<file path="src/rtl/dacfmt_pkg.sv">
package dacfmt_pkg;
  // control bits captured alongside the data buses
  typedef struct packed {
    logic inv;
    logic sel_i;
    logic pd;
    logic twos;
    logic par;
  } dacfmt_ctl_t;

  typedef enum logic {
    PORT_INTERLEAVED = 1'b0,
    PORT_PARALLEL    = 1'b1
  } dacfmt_port_e;
endpackage

</file>
<file path="src/rtl/dacfmt_rst_sync.sv">
module dacfmt_rst_sync #(
  parameter int STAGES = 2
) (
  input  logic clk,
  input  logic rst_n,
  output logic rst_sync_n
);
  logic [STAGES-1:0] chain_q;

  always_ff @(posedge clk or negedge rst_n) begin
    if (!rst_n) chain_q <= '0;
    else        chain_q <= {chain_q[STAGES-2:0], 1'b1};
  end

  assign rst_sync_n = chain_q[STAGES-1];
endmodule

</file>
<file path="src/rtl/dacfmt_capture.sv">
module dacfmt_capture
  import dacfmt_pkg::*;
#(
  parameter int DW = 14
) (
  input  logic          clk,
  input  logic          rst_n,
  input  logic [DW-1:0] a_in,
  input  logic [DW-1:0] b_in,
  input  dacfmt_ctl_t   ctl_in,
  output logic [DW-1:0] a_q,
  output logic [DW-1:0] b_q,
  output dacfmt_ctl_t   ctl_q
);
  logic [DW-1:0] a_d, b_d;
  dacfmt_ctl_t   ctl_d;

  always_comb begin
    a_d   = a_in;
    b_d   = b_in;
    ctl_d = ctl_in;
  end

  always_ff @(posedge clk or negedge rst_n) begin
    if (!rst_n) begin
      a_q   <= '0;
      b_q   <= '0;
      ctl_q <= '0;
    end else begin
      a_q   <= a_d;
      b_q   <= b_d;
      ctl_q <= ctl_d;
    end
  end
endmodule

</file>
<file path="src/rtl/dacfmt_decode.sv">
module dacfmt_decode #(
  parameter int DW = 14
) (
  input  logic [DW-1:0] din,
  input  logic          inv,
  input  logic          twos,
  output logic [DW-1:0] code
);
  localparam int MSB = DW - 1;

  logic [DW-1:0] flipped;

  always_comb begin
    // inversion first, then signed-to-unsigned by toggling the sign bit
    flipped      = din ^ {DW{inv}};
    code         = flipped;
    code[MSB]    = flipped[MSB] ^ twos;
  end
endmodule

</file>
<file path="src/rtl/dacfmt_steer.sv">
module dacfmt_steer
  import dacfmt_pkg::*;
#(
  parameter int DW = 14
) (
  input  logic          clk,
  input  logic          rst_n,
  input  logic [DW-1:0] dec_a,
  input  logic [DW-1:0] dec_b,
  input  dacfmt_ctl_t   ctl,
  output logic [DW-1:0] code_i,
  output logic [DW-1:0] code_q,
  output logic          upd_i,
  output logic          upd_q
);
  localparam logic [DW-1:0] MIDSCALE = {1'b1, {(DW-1){1'b0}}};

  logic [DW-1:0] code_i_q, code_q_q, nxt_i, nxt_q;
  logic          stb_i, stb_q, ld_i, ld_q, upd_i_q, upd_q_q;

  always_comb begin
    nxt_i = code_i_q;
    nxt_q = code_q_q;
    stb_i = 1'b0;
    stb_q = 1'b0;
    if (ctl.pd) begin
      nxt_i = MIDSCALE;
      nxt_q = MIDSCALE;
    end else if (dacfmt_port_e'(ctl.par) == PORT_PARALLEL) begin
      nxt_q = dec_a;
      nxt_i = dec_b;
      stb_i = 1'b1;
      stb_q = 1'b1;
    end else if (ctl.sel_i) begin
      nxt_i = dec_b;
      stb_i = 1'b1;
    end else begin
      nxt_q = dec_b;
      stb_q = 1'b1;
    end
    ld_i = stb_i | ctl.pd;
    ld_q = stb_q | ctl.pd;
  end

  always_ff @(posedge clk or negedge rst_n) begin
    if (!rst_n) begin
      code_i_q <= MIDSCALE;
      code_q_q <= MIDSCALE;
      upd_i_q  <= 1'b0;
      upd_q_q  <= 1'b0;
    end else begin
      if (ld_i) code_i_q <= nxt_i;
      if (ld_q) code_q_q <= nxt_q;
      upd_i_q <= stb_i;
      upd_q_q <= stb_q;
    end
  end

  assign code_i = code_i_q;
  assign code_q = code_q_q;
  assign upd_i  = upd_i_q;
  assign upd_q  = upd_q_q;
endmodule

</file>
<file path="src/rtl/dac_iq_formatter.sv">
module dac_iq_formatter
  import dacfmt_pkg::*;
#(
  parameter int DW = 14
) (
  input  logic          clk,
  input  logic          rst_n,
  input  logic [DW-1:0] bus_a,
  input  logic [DW-1:0] bus_b,
  input  logic          inv_in,
  input  logic          sel_i,
  input  logic          pwr_dn,
  input  logic          twos_fmt,
  input  logic          par_mode,
  output logic [DW-1:0] code_i,
  output logic [DW-1:0] code_q,
  output logic          upd_i,
  output logic          upd_q
);
  localparam int NBUS = 2;

  logic          rst_sync_n;
  dacfmt_ctl_t   ctl_in, ctl_q;
  logic [DW-1:0] a_q, b_q;
  logic [DW-1:0] raw [NBUS];
  logic [DW-1:0] dec [NBUS];

  dacfmt_rst_sync #(.STAGES(2)) u_rst (
    .clk        (clk),
    .rst_n      (rst_n),
    .rst_sync_n (rst_sync_n)
  );

  always_comb begin
    ctl_in.inv   = inv_in;
    ctl_in.sel_i = sel_i;
    ctl_in.pd    = pwr_dn;
    ctl_in.twos  = twos_fmt;
    ctl_in.par   = par_mode;
  end

  dacfmt_capture #(.DW(DW)) u_cap (
    .clk    (clk),
    .rst_n  (rst_sync_n),
    .a_in   (bus_a),
    .b_in   (bus_b),
    .ctl_in (ctl_in),
    .a_q    (a_q),
    .b_q    (b_q),
    .ctl_q  (ctl_q)
  );

  assign raw[0] = a_q;
  assign raw[1] = b_q;

  for (genvar g = 0; g < NBUS; g++) begin : g_dec
    dacfmt_decode #(.DW(DW)) u_dec (
      .din  (raw[g]),
      .inv  (ctl_q.inv),
      .twos (ctl_q.twos),
      .code (dec[g])
    );
  end

  dacfmt_steer #(.DW(DW)) u_steer (
    .clk    (clk),
    .rst_n  (rst_sync_n),
    .dec_a  (dec[0]),
    .dec_b  (dec[1]),
    .ctl    (ctl_q),
    .code_i (code_i),
    .code_q (code_q),
    .upd_i  (upd_i),
    .upd_q  (upd_q)
  );
endmodule

</file>
<file path="config.mk">
export PLATFORM = sky130hd
export DESIGN_NAME = dac_iq_formatter
export DESIGN_NICKNAME = d
export VERILOG_FILES = /design/src/rtl/dacfmt_pkg.sv /design/src/rtl/dacfmt_rst_sync.sv /design/src/rtl/dacfmt_capture.sv /design/src/rtl/dacfmt_decode.sv /design/src/rtl/dacfmt_steer.sv /design/src/rtl/dac_iq_formatter.sv
export SDC_FILE = /design/constraint.sdc
export NUM_CORES = 1
export LEC_CHECK = 0
export BUFFER_PORTS_ARGS = -buffer_cell sky130_fd_sc_hd__buf_4
export CORE_MARGIN = 1.5
export CORE_UTILIZATION = 45
export CTS_CLUSTER_SIZE = 40
export DETAILED_ROUTE_END_ITERATION = 7
export PLACE_DENSITY = 0.72
export SYNTH_ARGS = -nofsm -noshare
export SYNTH_HDL_FRONTEND = slang
export SYNTH_SLANG_ARGS = --single-unit
</file>
<file path="constraint.sdc">
create_clock -name clk -period 2.15 [get_ports clk]
set_clock_uncertainty 0.2 [all_clocks]
set_input_delay 0.1075 -clock clk [delete_from_list [all_inputs] [get_ports clk]]
set_output_delay 0.1075 -clock clk [all_outputs]
set_load 0.02 [all_outputs]
</file>
# Word-level counts from Yosys, hierarchy flattened
# Cells that the tools add are included.
# word_totals
reg_bits	65
output_inout_bits	30
word_cells	34
# op_classes
n_eq_ne	1
n_mux	12
n_bitwise	6
reduce_logical	3
# ops
op	count
$mux 14	6
$xor 14x14->14	2
$mux 1	6
$reduce_and 2->1	2
$ne 3x3->1 const B	1
$reduce_bool 3->1	1
$or 1x1->1	2
$xor 1x1->1	2

# Depth between registers and ports, before layout
# Gate-level depths: netlist of the first run.
# logic_depth
ltp_word	5
depth_mapped	6
depth_no_buf	3

# Hierarchy
# A second synthesis of the first run with hierarchy kept.
# unflattened
hier_cells	199
area_unflattened_um2	2647.5
# by_module_without_submodules
module	n_inst	cells_per_inst	area_per_inst_um2	seq_area_each_um2
dacfmt_steer	1	131	1447.6	753.2
dacfmt_capture	1	33	825.8	825.8
dacfmt_decode	2	16	160.2	0.0
dacfmt_rst_sync	1	3	53.8	50.0

# Worst setup path before layout of the first run
# OpenSTA, ideal clock, no wires.
# synth_path
path_kind	flip-flop to flip-flop
from	register u_cap.ctl_q[0] (netlist name)
to	register u_steer.code_q_q[1] (netlist: u_steer.code_q[1])
arrival_time_ps	1303
setup_slack_ps	555
path_stages_with_launch	6
path_buffers	2
period_less_slack_ps	1595
cell_sequence	dfrtp_1 > buf_6 > or2_4 > buf_6 > o221a_2 > o31ai_2
# synth_between
elab_chain_cells	4
# synth_lines
item	line_no	text
$mux 1	dacfmt_steer.sv:29	end else if (dacfmt_port_e'(ctl.par) == PORT_PARALLEL) begin
$mux 1	dacfmt_steer.sv:26	if (ctl.pd) begin
$or 1x1->1	dacfmt_steer.sv:42	ld_q = stb_q | ctl.pd;
$reduce_and 2->1 (no source line)	n/a	
to (signal assigned)	dacfmt_steer.sv:53	if (ld_q) code_q_q <= nxt_q;
to (decl)	dacfmt_steer.sv:18	logic [DW-1:0] code_i_q, code_q_q, nxt_i, nxt_q;
# Parallel ways exist; a longest one is shown, timed or not.
# A chain may end at the register's enable or synchronous reset.

# Worst setup path in the final report of the first run
# layout_path
from	register u_cap.ctl_q[0] (netlist name)
to	register u_steer.code_q_q[13] (netlist: u_steer.code_q[13])
# layout_between
elab_chain_cells	4
# layout_lines
item	line_no
$mux 1	dacfmt_steer.sv:29
$mux 1	dacfmt_steer.sv:26
$or 1x1->1	dacfmt_steer.sv:42
$reduce_and 2->1 (no source line)	n/a
# Parallel ways exist; a longest one is shown, timed or not.

==> results of run 1 <==
[layout make-up]
type | count | area (µm²)
clock buffer | 15 | 156
clock inverter | 1 | 5.00
fill | 383 | 1690
inverter | 2 | 7.51
multi-input combinational | 104 | 769
sequential | 65 | 1630
tap | 70 | 87.6
timing repair buffer | 106 | 896
[metal layers]
| metal | vias up | GRT usage (%) |
|---|---|---|
| met4 | 0 | 11.3 |
| met1 | 888 | 24.9 |
| met2 | 84 | 31.0 |
| met3 | 18 | 4.71 |
| li1 | 901 | - |
| met5 | - | 0 |
[critical path, cell delays in order, from the launching register on]
cell and delay, ps:
dfrtp_1 480, buf_4 190, inv_1 220, o221a_2 360, o32a_1 320
[registers in the layout (all words and copies together) (netlist names)]
| signal | count |
|---|---|
| u_cap.a_q | 14 |
| u_cap.b_q | 14 |
| u_steer.code_i | 14 |
| u_steer.code_q | 14 |
| u_cap.ctl_q | 5 |
| u_rst.chain_q | 2 |
| u_steer.upd_i | 1 |
| u_steer.upd_q | 1 |
[final timing paths]
path | start | endpoint
min in group clk | u_rst.chain_q[0] | u_rst.chain_q[1]
hold / removal | u_rst.chain_q[1] | u_cap.b_q[11]
hold reg to reg | u_rst.chain_q[1] | u_cap.b_q[11]
max in group asynchronous | rst_n | u_rst.chain_q[1]
setup reg to reg | u_cap.ctl_q[0] | u_steer.code_q[13]
setup / recovery | u_cap.ctl_q[0] | u_steer.code_q[13]
[logic make-up after synthesis]
logic type      Yosys count
other cells               1
buf+inv                  18
simple gates             30
flops                    65
xor+xnor                 15
compound gates           58
[cells in the final DEF (no fill, tap or decap), types with 2 or more instances in the layout]
| cell | synthesis | final |
|---|---|---|
| xnor2_1 | 14 | 14 |
| a221oi_1 | 14 | 14 |
| a21oi_1 | 2 | 2 |
| o31ai_1 | 12 | 12 |
| clkbuf_1 | 5 | 5 |
| buf_4 | 0 | 70 |
| dlygate4sd3_1 | 0 | 35 |
| o221a_1 | 11 | 11 |
| inv_1 | 2 | 2 |
| dfrtp_1 | 63 | 62 |
| a211oi_1 | 13 | 13 |
| dfstp_2 | 2 | 2 |
| nand2_1 | 13 | 13 |
| o221a_2 | 3 | 3 |
| clkbuf_8 | 0 | 10 |
| nor2_1 | 14 | 14 |
[power by group through the flow]
stage | registers (W) | logic [W] | clock network (W)
detailed placement | 0.00139 | 0.000376 | 0
global placement | 0.00139 | 0.000369 | 0
global route | 0.00138 | 0.000459 | 0.000940
floorplan | 0.00145 | 0.000145 | 0
CTS | 0.00137 | 0.000425 | 0.000883
finish | 0.00137 | 0.000424 | 0.000871
[stage by stage]
step	hold slack [ps]	std cells	util [%]	setup WS (ps)	power, W
after floorplan	-388	187	-	9.56	0.00159
after global placement	-310	312	58.1	365	0.00176
after detailed placement	-308	312	58.1	321	0.00176
after CTS	91.7	363	67.8	309	0.00268
after global routing	120	363	67.8	206	0.00278
final	75.4	363	67.8	291	0.00266
==> impl_metrics.yaml, run 1 <==
status:
  status: "completed"
drt:
  dr_wl_met2_um: 2690
  routed-wl-met3_um: 363
  drc: 0
  ant_nets: 0
  drtIter0Drc: 151
  viasPerCell: 5.21
  routedWlPerCell_um: 14.8
  top_layer_used: "met4"
  met1_length_um: 2140
  drt_wl_total_um: 5370
  vias: 1891
  first_pass_iters: 4
sta:
  drv_slew: 0
  rsz0062_at_grt: "no"
  relSlewSlack_pct: 63.8
  fmax_ghz: 0.538
  hold_viol_final: 0
  min_period_ps: 1860
  setup_violations: 0
  finalSetupTns_ps: 0
  worstMarginPinSlew_ps: 542
  fin_crit_sh_pct: 86.5
synth:
  synth_area_leaders: "dfrtp_1 (63%), o221a_1 (5.0%), a221oi_1 (4.9%)"
  async_flop_share_pct: 100
  synth_top_family_by_area: "compound AO/OA/AOI/OAI gates"
  yosysSeqAreaShare_pct: 65.4
  syn-cell-area_mm2: 0.00249
  synth_simple_gate_area_share_pct: 4.97
  netlist.area_leader.share_pct: 63.3
  synth_edf_count: 0
  synth.largest_area_cell: "dfrtp_1"
  synth_fp_nets: 222
  synthCells: 187
  synth_seq_cells: 65
  synth_common_cells: "dfrtp_1 (63), a221oi_1 (14), nor2_1 (14), xnor2_1 (14)"
  synthXorXnorAreaFrac_pct: 5.27
  postSynthAreaPerCell_um2: 13.3
  synth.area.mux_share_pct: 0
  yosysWarnings: 0
  synth_cell_types: 24
  synth-main-ff-cell: "dfrtp_1"
  synth-compound-area-share_pct: 20.3
  synth.most_common_cell: "dfrtp_1"
  synth_fa_ha_area_share_pct: 0
cts:
  cts_tree: "built"
  htree_levels: 3
  hold_buffers: 35
  clk_path_buf_depth: 2
  cts_num_sinks: 65
  cts_resized: 0
  numCtsBuffers: 9
  root_buffer: "clkbuf_8"
  postCtsSetupRepairBufs: 0
  path_clk_slew_ps: 70
  clk_latency_ps: 330
floorplanning:
  core_area_mm2: 0.00524
  pin_count: 65
  rows: 26
  die_h_um: 77.4
  die_area_mm2: 0.00599
  die_x_um: 77.4
  start_util_pct: 47.6
global_route:
  overflow: 0
  grt_max_degree: 64
  grtUsageTotal_pct: 19.7
  antenna_found_initial: 0
  grt_pass1_wl_um: 8820
  grt_pass1_vias: 1847
placement:
  gp_congestion: 0.758
  hpwl_um: 3370
  dpl-instance-area_mm2: 0.00304
  port_buffers: 64
power_and_ir_drop:
  power_density_mw_per_mm2: 749
  seq_power_share_pct: 51.4
  swShare_pct: 25.7
  combPwrFrac_pct: 15.9
  ir_drop_uv: 584
  leakage_nw: 1.58
  switchingPower_w: 0.000683
  p_int_w: 0.00198
  clockPowerShare_pct: 32.7
critical_path:
  reg2reg_slack_ps: 290
  reg2reg_depth: 4
  startpoint_type: "register"
  end_kind: "register"
  arrival_ps: 1910
  required_ps: 2210
  path_max_fanout: 15
  criticalPathCategory: "register to register"
flow_run:
  cap_violations: 0
cells_and_area:
  layout.nets: 323
  antenna_cells: 0
  drive_above_1_share_pct: 31.4
  design_area_mm2: 0.00355
  syn_to_final_growth_pct: 42.5
worst_hold_path:
  min_path_type: "register to async pin"
Note: power is estimated with default switching activity, not from simulation.
==> run 2, diff against run 1 <==
--- a/config.mk
+++ b/config.mk
@@ -5,9 +5,11 @@
 export SDC_FILE = /design/constraint.sdc
 export NUM_CORES = 1
 export LEC_CHECK = 0
+export ABC_AREA = 1
 export BUFFER_PORTS_ARGS = -buffer_cell sky130_fd_sc_hd__buf_4
 export CORE_MARGIN = 1.5
 export CORE_UTILIZATION = 45
+export CTS_BUF_LIST = sky130_fd_sc_hd__clkbuf_8
 export CTS_CLUSTER_SIZE = 40
 export DETAILED_ROUTE_END_ITERATION = 7
 export PLACE_DENSITY = 0.72
==> impl_metrics.yaml, run 2 <==
status:
  status: "completed"
synth:
  synthCells: 216
  synth_cell_types: 22
  synth_edf_count: 0
  synth.largest_area_cell: "dfrtp_1"
  synth_area_leaders: "dfrtp_1 (64%), nand2_1 (7.9%), xnor2_1 (4.6%)"
  synth.most_common_cell: "dfrtp_1"
  synth_fp_nets: 251
  synth-main-ff-cell: "dfrtp_1"
  netlist.area_leader.share_pct: 63.5
  async_flop_share_pct: 100
  yosysSeqAreaShare_pct: 65.6
  synth_seq_cells: 65
  synth_common_cells: "dfrtp_1 (63), nand2_1 (52), nand3_1 (19)"
  postSynthAreaPerCell_um2: 11.5
  yosysWarnings: 0
  syn-cell-area_mm2: 0.00248
critical_path:
  crit_end: "u_steer.code_i[13]"
  worstSetupStartpoint: "u_cap.ctl_q[4]"
  required_ps: 2240
  reg2reg_slack_ps: 620
  criticalPathCategory: "register to register"
  arrival_ps: 1620
  startpoint_type: "register"
  r2r_end: "u_steer.code_i[13]"
  cp_slowest_stage_delay_ps: 390
  slowest_stage: "buf_4"
  path_max_fanout: 30
  end_kind: "register"
  reg2reg_depth: 7
  r2r-start: "u_cap.ctl_q[4]"
  cp_cell_sequence: "buf_4, inv_1, nand3_1, nand2_1, nand2_1, o21ai_0, inv_1"
floorplanning:
  die_area_mm2: 0.00597
  rows: 26
  die_h_um: 77.3
  start_util_pct: 47.7
  pin_count: 65
  core_area_mm2: 0.00520
  die_x_um: 77.3
placement:
  placed_cells: 343
  hpwl_um: 3470
  gp_congestion: 0.813
  dpl-instance-area_mm2: 0.00302
  port_buffers: 64
global_route:
  grt_pass1_wl_um: 9100
  antenna_found_initial: 0
  overflow: 0
  grt_max_degree: 31
  grtUsageTotal_pct: 20.7
  grt_pass1_vias: 1841
cts:
  cts_resized: 0
  path_clk_slew_ps: 70
  root_buffer: "clkbuf_8"
  htree_levels: 3
  numCtsBuffers: 9
  cts_num_sinks: 65
  cts_tree: "built"
  clk_path_buf_depth: 2
  clk_latency_ps: 340
cells_and_area:
  design_area_mm2: 0.00352
  layout.nets: 354
  mostFrequentLayoutCells: "buf_4 (68), dfrtp_1 (62), nand2_1 (52)"
  fin_cells: 394
  fill_cells: 402
  multiInputGateArea_um2: 731
  syn_to_final_growth_pct: 41.9
  final_common_cell: "buf_4"
  drive_above_1_share_pct: 29.0
  antenna_cells: 0
  regArea_mm2: 0.00163
sta:
  finalSetupTns_ps: 0
  worstMarginPinSlew_ps: 633
  fmax_ghz: 0.655
  setup_violations: 0
  drv_slew: 0
  relSlewSlack_pct: 57.8
  hold_viol_final: 0
  rsz0062_at_grt: "no"
  min_period_ps: 1530
  fin_crit_sh_pct: 71.1
drt:
  drc: 0
  ant_nets: 0
  drt_wl_total_um: 5560
  first_pass_iters: 5
  drtIter0Drc: 129
  viasPerCell: 4.69
  vias: 1849
  routedWlPerCell_um: 14.1
flow_run:
  cap_violations: 0
power_and_ir_drop:
  ir_drop_uv: 491
  power_density_mw_per_mm2: 745
  leakage_nw: 1.72
worst_hold_path:
  min_path_type: "register to async pin"
-- run 2: report_power, final --
group | switching, W | total (W) | internal, W
Combinational | 0.000214 | 0.000421 | 0.000206
Clock | 0.000440 | 0.000836 | 0.000397
Sequential | 0.0000595 | 0.00137 | 0.00131
Total | 0.000714 | 0.00262 | 0.00191
-- run 2: worst max-delay path, delay by kind of cell, from the launching register on --
family,cells,cell delay (ps)
buf+inv,3,590
flops,1,330
compound gates,1,80
simple gates,3,280
-- run 2: worst min path at each step --
stage	start	endpoint	slack (ps)	cells past startpoint
finish	u_rst.chain_q[1]	u_cap.a_q[3]	90	0
detailed placement	rst_n	u_rst.chain_q[0]	-310	1
CTS	u_rst.chain_q[1]	u_steer.code_i[6]	110	0
global route	u_rst.chain_q[1]	u_cap.a_q[2]	150	0
floorplan	rst_n	u_rst.chain_q[0]	-390	0
global placement	rst_n	u_rst.chain_q[0]	-310	1
-- run 2: metrics by stage --
| step | hold WS (ps) | setup WS [ps] | total power (W) | utilization [%] |
|---|---|---|---|---|
| finish | 91.9 | 622 | 0.00262 | 67.7 |
| global route | 155 | 475 | 0.00275 | 67.7 |
| CTS | 110 | 613 | 0.00264 | 67.7 |
| detailed placement | -308 | 616 | 0.00176 | 58.0 |
| global placement | -309 | 662 | 0.00175 | 58.0 |
| floorplan | -388 | 9.56 | 0.00159 | - |
-- run 2: repair_timing --
action                                 CTS  global route
hold buffers                            35             0
setup buffers                            0             0
endpoints found under the hold margin   35             0
-- run 2: kinds of logic after synthesis --
kind of cell	Yosys count	share of synthesized area [%]
compound gates	29	7.91
xor+xnor	26	9.17
buf+inv	22	4.94
flops	65	65.6
other cells	1	0.151
simple gates	73	12.2
-- run 2: routing by layer --
layer  global-route usage [%]  part of all wire (%)  up-vias
met1                     25.8                    43      883
met3                     4.29                   4.7       11
met2                     33.7                    51       57
met4                     11.5                   1.9        0
li1                         -                     -      898
met5                        0                     0        -
-- run 2: area by class of cell --
cell class | instances | share of cell area [%]
sequential | 65 | 46.3
timing repair buffer | 104 | 25.0
multi-input combinational | 129 | 20.7
clock buffer | 9 | 3.52
tap | 70 | 2.49
inverter | 10 | 1.07
clock inverter | 7 | 0.888
==> run 3, diff against run 2 <==
==> constraint.sdc (replaced) <==
create_clock -name clk -period 1.3 [get_ports clk]
set_clock_uncertainty 0.2 [all_clocks]
set_input_delay 0.065 -clock clk [delete_from_list [all_inputs] [get_ports clk]]
set_output_delay 0.065 -clock clk [all_outputs]
set_load 0.02 [all_outputs]
==> impl_metrics.yaml, run 3 (synthesis gave the netlist of run 2 again) <==
placement:
  placed_cells: 359
  gp_congestion: 0.781
  port_buffers: 64
  hpwl_um: 3670
cts:
  root_buffer: "clkbuf_8"
  cts_num_sinks: 65
  path_clk_slew_ps: 70
  numCtsBuffers: 9
  clk_path_buf_depth: 2
  cts_tree: "built"
  htree_levels: 3
  clk_latency_ps: 340
floorplanning:
  pin_count: 65
  die_h_um: 77.3
  core_area_mm2: 0.00520
  die_x_um: 77.3
  start_util_pct: 47.7
  rows: 26
  die_area_mm2: 0.00597
power_and_ir_drop:
  seq_power_share_pct: 48.3
  combPwrFrac_pct: 18.3
  leakage_nw: 1.91
  finalPower_w: 0.00472
  ir_drop_uv: 1160
  swShare_pct: 26.7
  switchingPower_w: 0.00126
  power_density_mw_per_mm2: 1190
  clockPowerShare_pct: 33.4
  p_int_w: 0.00346
worst_hold_path:
  min_path_type: "register to async pin"
global_route:
  antenna_found_initial: 0
  overflow: 0
  grtUsageTotal_pct: 21.6
  grt_pass1_vias: 2011
  grt_max_degree: 33
  grt_pass1_wl_um: 9610
cells_and_area:
  syn_to_final_growth_pct: 59.0
  fin_util_pct: 75.8
  antenna_cells: 0
  final_common_cell: "buf_4"
  layout.nets: 372
  drive_above_1_share_pct: 39.5
  mostFrequentLayoutCells: "buf_4 (78), dfrtp_1 (59), nand2_1 (50)"
  fin_cells: 412
critical_path:
  startpoint_type: "register"
  criticalPathCategory: "register to register"
  end_kind: "register"
  slowest_stage: "dfrtp_2"
  cp_slowest_stage_delay_ps: 450
  path_max_fanout: 10
  required_ps: 1320
  cp_cell_sequence: "buf_12, xor2_1, o211ai_1, nand2_1"
  arrival_ps: 1450
sta:
  hold_viol_final: 0
  fin_crit_sh_pct: 110
  drv_slew: 0
  rsz0062_at_grt: "yes"
  setup_violations: 24
  worst_hold_slack_ps: 5.57
  setup_slack_ps: -129
  fmax_ghz: 0.700
  min_period_ps: 1430
drt:
  drt_wl_total_um: 6150
  vias: 1960
  routedWlPerCell_um: 14.9
  ant_nets: 0
  viasPerCell: 4.76
  first_pass_iters: 6
  drtIter0Drc: 140
  drc: 0
status:
  violations: "setup timing"
  status: "finished, violations left"
flow_run:
  cap_violations: 0
[run 3: cell types whose count changed in the layout (fill, tap and decap cells not counted), sizes merged]
cell,change
buf,+17
clkbuf,+4
inv,-2
clkinv,-1
[run 3: routing by layer]
metal / global-route usage, % / share of wire, %
met1: 26.4 / 40
met2: 35.8 / 53
met3: 6.79 / 5.2
met4: 8.36 / 2.2
met5: 0 / 0
[run 3: worst paths after layout]
| kind | slack, ps | cells after the start | from | endpoint |
|---|---|---|---|---|
| min | 6 | 0 | u_rst.chain_q[1] | u_cap.ctl_q[3] |
| min reg2reg | 6 | 0 | u_rst.chain_q[1] | u_cap.ctl_q[3] |
| min in group clk | 160 | 0 | u_rst.chain_q[0] | u_rst.chain_q[1] |
| max | -130 | 4 | u_cap.ctl_q[4] | u_steer.code_q[5] |
| max in group asynchronous | 380 | 3 | rst_n | u_rst.chain_q[1] |
| max reg2reg | -130 | 4 | u_cap.ctl_q[4] | u_steer.code_q[5] |
[run 3: timing repair]
item	in CTS	in global routing
gates resized for setup	17	15
endpoints found under the hold margin	35	0
buffers inserted	1	0
hold buffers	35	0
gates cloned	0	1
pin swaps	3	2
setup endpoints to repair	22	29
[run 3: final cells by class]
class	instances	area [µm²]
repair buffers	122	1090
fillers	331	1260
clock buffers	12	165
multi-input cells	129	910
flip-flops and latches	65	1640
inverters	10	42.5
well taps	70	87.6
clock inverters	4	18.8
[run 3: critical path, delay by kind of cell, from the launching register on]
kind            cells  cell delay (ps)
buf+inv             1              180
flops               1              450
compound gates      1              210
xor+xnor            1              180
simple gates        1               90
[run 3: per-stage QoR]
stage / setup WS, ps / area (µm²) / TNS [ps]
6_report: -129 / 3950 / -1090
5_1_grt: -155 / 3950 / -2290
4_1_cts: -54.9 / 3830 / -460
3_5_place_dp: -67.2 / 3210 / -564
3_3_place_gp: -42.2 / 3210 / -187
2_1_floorplan: -15.6 / 2530 / -140
[run 3: power groups by stage]
stage	clock network (W)	registers [W]	logic, W
global placement	0	0.00230	0.000685
global route	0.00170	0.00229	0.000923
CTS	0.00158	0.00227	0.000811
floorplan	0	0.00240	0.000250
finish	0.00158	0.00228	0.000862
detailed placement	0	0.00230	0.000699
